## src/rtl/addr_latch_demux_pkg.sv

```systemverilog
// Package: shared mode type and the decode from the two active-low controls.
// Assumes both controls are already synchronous to clk.
package addr_latch_demux_pkg;

    typedef enum logic [1:0] {
        MODE_LATCH = 2'd0,
        MODE_HOLD  = 2'd1,
        MODE_DEMUX = 2'd2,
        MODE_CLEAR = 2'd3
    } mode_t;

    // Map {flush_n, en_n} to an operating mode.
    function automatic mode_t decode_mode(input logic flush_n, input logic en_n);
        case ({flush_n, en_n})
            2'b10:   return MODE_LATCH;
            2'b11:   return MODE_HOLD;
            2'b00:   return MODE_DEMUX;
            default: return MODE_CLEAR;
        endcase
    endfunction

endpackage

```

## src/rtl/addr_latch_demux_mode.sv

```systemverilog
// Module: turns the control pins into a mode and the address into a one-hot
// select vector. Purely combinational; assumes addr is below N_OUT.
module addr_latch_demux_mode
    import addr_latch_demux_pkg::*;
#(
    parameter int ADDR_W = 3,
    localparam int N_OUT = 1 << ADDR_W
) (
    input  logic              flush_n,
    input  logic              en_n,
    input  logic [ADDR_W-1:0] addr,
    output mode_t             mode,
    output logic [N_OUT-1:0]  sel
);

    // Mode decode from the two control pins.
    always_comb begin
        mode = decode_mode(flush_n, en_n);
    end

    // One-hot select, one entry per output.
    for (genvar i = 0; i < N_OUT; i++) begin : g_sel
        assign sel[i] = (addr == ADDR_W'(i));
    end

endmodule

```

## src/rtl/addr_latch_demux_cell.sv

```systemverilog
// Module: one stored bit together with its registered output level.
// It assumes that mode and sel are stable around the rising edge of clk.
// Reset is synchronous and active low. Both the stored bit and the output level are registered.
module addr_latch_demux_cell
    import addr_latch_demux_pkg::*;
(
    input  logic  clk,
    input  logic  rst_n,
    input  mode_t mode,
    input  logic  sel,
    input  logic  din,
    output logic  drv_n
);

    logic bit_q;
    logic bit_d;
    logic drv_d;

    // Next stored value: written when addressed in latch mode, wiped by demux/clear.
    always_comb begin
        case (mode)
            MODE_LATCH: bit_d = sel ? din : bit_q;
            MODE_HOLD:  bit_d = bit_q;
            default:    bit_d = 1'b0;
        endcase
    end

    // Next output level: inverted storage, or the demux override, or released.
    always_comb begin
        case (mode)
            MODE_LATCH: drv_d = ~bit_d;
            MODE_HOLD:  drv_d = ~bit_q;
            MODE_DEMUX: drv_d = sel ? ~din : 1'b1;
            default:    drv_d = 1'b1;
        endcase
    end

    // Storage and output registers with synchronous reset.
    always_ff @(posedge clk) begin
        if (!rst_n) begin
            bit_q <= 1'b0;
            drv_n <= 1'b1;
        end else begin
            bit_q <= bit_d;
            drv_n <= drv_d;
        end
    end

endmodule

```

## src/rtl/addr_latch_demux.sv

```systemverilog
// Top: an addressable latch bank with four modes and inverted, registered outputs.
// It assumes all inputs are synchronous to clk. The caller keeps en_n high while addr changes.
module addr_latch_demux
    import addr_latch_demux_pkg::*;
#(
    parameter int ADDR_W = 3,
    localparam int N_OUT = 1 << ADDR_W
) (
    input  logic              clk,
    input  logic              rst_n,
    input  logic              flush_n,
    input  logic              en_n,
    input  logic [ADDR_W-1:0] addr,
    input  logic              din,
    output logic [N_OUT-1:0]  drv_n
);

    mode_t            mode;
    logic [N_OUT-1:0] sel;

    // Shared decode of mode and address.
    addr_latch_demux_mode #(.ADDR_W(ADDR_W)) u_mode (
        .flush_n (flush_n),
        .en_n    (en_n),
        .addr    (addr),
        .mode    (mode),
        .sel     (sel)
    );

    // One cell per output.
    for (genvar i = 0; i < N_OUT; i++) begin : g_cell
        addr_latch_demux_cell u_cell (
            .clk   (clk),
            .rst_n (rst_n),
            .mode  (mode),
            .sel   (sel[i]),
            .din   (din),
            .drv_n (drv_n[i])
        );
    end

endmodule

```

## config.mk

```make
export PLATFORM = sky130hd
export DESIGN_NAME = addr_latch_demux
export DESIGN_NICKNAME = d
export VERILOG_FILES = /design/src/rtl/addr_latch_demux_pkg.sv /design/src/rtl/addr_latch_demux_mode.sv /design/src/rtl/addr_latch_demux_cell.sv /design/src/rtl/addr_latch_demux.sv
export SDC_FILE = /design/constraint.sdc
export NUM_CORES = 1
export LEC_CHECK = 0
export BUFFER_PORTS_ARGS = -buffer_cell sky130_fd_sc_hd__buf_2
export CAP_MARGIN = 20
export CORE_ASPECT_RATIO = 1.1
export CORE_MARGIN = 5
export CORE_UTILIZATION = 52
export DETAILED_ROUTE_END_ITERATION = 7
export PLACE_DENSITY = 0.85
export SETUP_SLACK_MARGIN = 0.4
export SYNTH_ARGS = -nofsm -noshare
export SYNTH_HDL_FRONTEND = slang
export SYNTH_HIERARCHICAL = 1
export SYNTH_SLANG_ARGS = --single-unit
```

## constraint.sdc

```tcl
create_clock -name clk -period 1.7 [get_ports clk]
set_input_delay 0.17 -clock clk [delete_from_list [all_inputs] [get_ports clk]]
set_output_delay 0.17 -clock clk [all_outputs]
set_load 0.02 [all_outputs]
```

==> metrics <==
outcome=finished, final reports clean; DP HPWL=1060 um; Skew-Pair Late Insertion Delay=0.28 ns; initial antenna violation count=0; # rows=15; post-CTS resize count=0; WL/cell=14.0 um; Worst-path clk slew=0.09 ns; Die H=52.2 um; io pins=16; largest net degree at the start of global routing=17; ant diodes=0; sum of negative setup slack=0 ns; Num CTS Buffers=3; Slew @ Worst Pin=0.638 ns; Post-DRT Antenna Nets=0; # hold bufs at CTS=0; Yosys warning count=6; Final Slew Violations=0; residual DRC count=0; FMAX=1060 MHz; CTS tree=done; unique cell type count in the Yosys netlist=12; vias=572; P&R area growth vs syn=15.3%; final WL=1520 um; clk buf depth=2; core area=1560 sq um; starting density of the core=54.1%; post-synth top area cell=dfxtp_1; GRT Total Usage=12.8%; fin area=972 sq um; FILL cells=123; critical path class=reg2out; GRT overflow=0; Final setup violation count=0; unrepaired setup endpoints after global routing=no; Final nets=101; post-synth top area share=38.0%; FF-to-FF path depth=2; proportion of layout cells with a drive suffix above 1=51.1%; Crit path largest cell delay=0.33 ns; Cell Chain, Critical Path=buf_2; Max-Cap Viols=0; hold endpoint=g_cell[6].u_cell/drv_n; Area after DPL=936 sq um; clk_skew=0.00487 ns; HP Start=rst_n; fin crit period=0.940 ns; arrival time worst endpoint=0.77 ns; period utilization=55.3%; clock sinks=16; RD Place Congestion=0.714; fin util=62.4%; Peak supply drop=0.424 mV; H-Tree Level Count=1; commonest cells after routing, fill and taps aside=16 x dfxtp_1, 15 x buf_2, 11 x nor3b_1; Worst path slowest cell=dfxtp_1; FF-to-FF End=g_cell[7].u_cell/drv_n; Setup Fix Bufs, Post-CTS=0; area of the multi-input gates=515 sq um; die area=2530 sq um; pwr dens=730 nW/um^2; Vias/cell=5.25; first-pass GRT wire length=2530 um; DR pass1 iterations=5; startpoint types=flip-flop; r2r setup slk=0.95 ns; Buf+Inv Stages, Crit Path=1; Worst Path Required=1.53 ns; Synth area leaders=dfxtp_1 38%, nor2b_4 13%, nor3b_2 12%, nor3b_1 9.8%, mux2i_1 9.5%; CTS Root Cell=clkbuf_4; Pwr Total=0.709 mW; Rel. slew slack=57.4%; Final Hold Viols=0; Mapped Avg Cell Area=11.4 sq um; type of the most critical hold path=in2reg; Mapped Cells=74; Net Count, Synth=82; Crit path max-delay family=flip-flops; die width=48.4 um; hold path depth=2; Seq/Total Area, Yosys=38.0%; leak pwr=0.331 nW; Sequential Area=320 sq um; Worst R2R Start=g_cell[7].u_cell/bit_q; # port buffers=15; CP endpoint kind=primary output; Mapped Area=843 sq um; vias in the first global route=564; peak fanout along the critical path=1; Yosys reg bits=16; commonest non-fill, non-tap cell in the layout=dfxtp_1; Initial DRC Count=11
==> report_power, final <==
| part | switching (mW) | total (mW) | internal (mW) |
|---|---|---|---|
| combinational | 0.0455 | 0.0796 | 0.0340 |
| sequential | 0.00124 | 0.380 | 0.378 |
| clock | 0.120 | 0.250 | 0.130 |
| total | 0.167 | 0.709 | 0.543 |
==> synthesized netlist by cell type <==
master	number
nor3_1	1
o21ai_1	8
dfxtp_1	16
nor3b_2	8
mux2i_1	8
nor2b_4	8
and3b_2	3
clkbuf_1	1
and3_2	1
and2_2	8
nor3b_1	11
inv_1	1
==> how the worst max path moves through the flow <==
stage,start,end,slack (ns),depth (start not counted)
floorplan,en_n,g_cell[0].u_cell/bit_q,0.45,4
global placement,addr[1],g_cell[1].u_cell/bit_q,0.53,5
detailed placement,addr[1],g_cell[2].u_cell/bit_q,0.51,5
CTS,g_cell[1].u_cell/drv_n,drv_n[1],0.75,1
global route,g_cell[1].u_cell/drv_n,drv_n[1],0.72,1
finish,g_cell[1].u_cell/drv_n,drv_n[1],0.76,1
==> kinds of logic after synthesis <==
family	Yosys count	synth area share, %
AOI/OAI and AO/OA	8	4.75
buffers and inverters	2	0.889
muxes	8	9.50
DFF	16	38.0
and+or+nand+nor	40	46.9
==> stage by stage <==
stage	worst slack, ns	std cells	hold WS (ns)
floorplan	0.448	74	0.250
global placement	0.531	105	0.477
detailed placement	0.512	105	0.481
CTS	0.746	109	0.181
global route	0.723	109	0.191
finish	0.760	109	0.197
==> layer usage <==
layer / GRT usage (%) / part of all wire, % / vias up
met3: 3.42 / 3.3 / 0
li1: - / - / 295
met4: 4.15 / 0 / 0
met1: 14.2 / 42 / 268
met2: 23.5 / 55 / 9
met5: 0 / 0 / -
==> state kept, by name, summed over array words and instances (netlist names) <==
| name | flops |
|---|---|
| g_cell.u_cell/bit_q | 8 |
| g_cell.u_cell/drv_n | 8 |
==> layout make-up <==
class                           instances  area share [%]
Multi-Input combinational cell         56            53.0
Sequential cell                        16            32.9
Clock buffer                            4            3.73
Timing Repair Buffer                   15            7.72
Tap cell                               17            2.19
Inverter                                1           0.386
No activity file was read; power rests on OpenSTA's default activity.
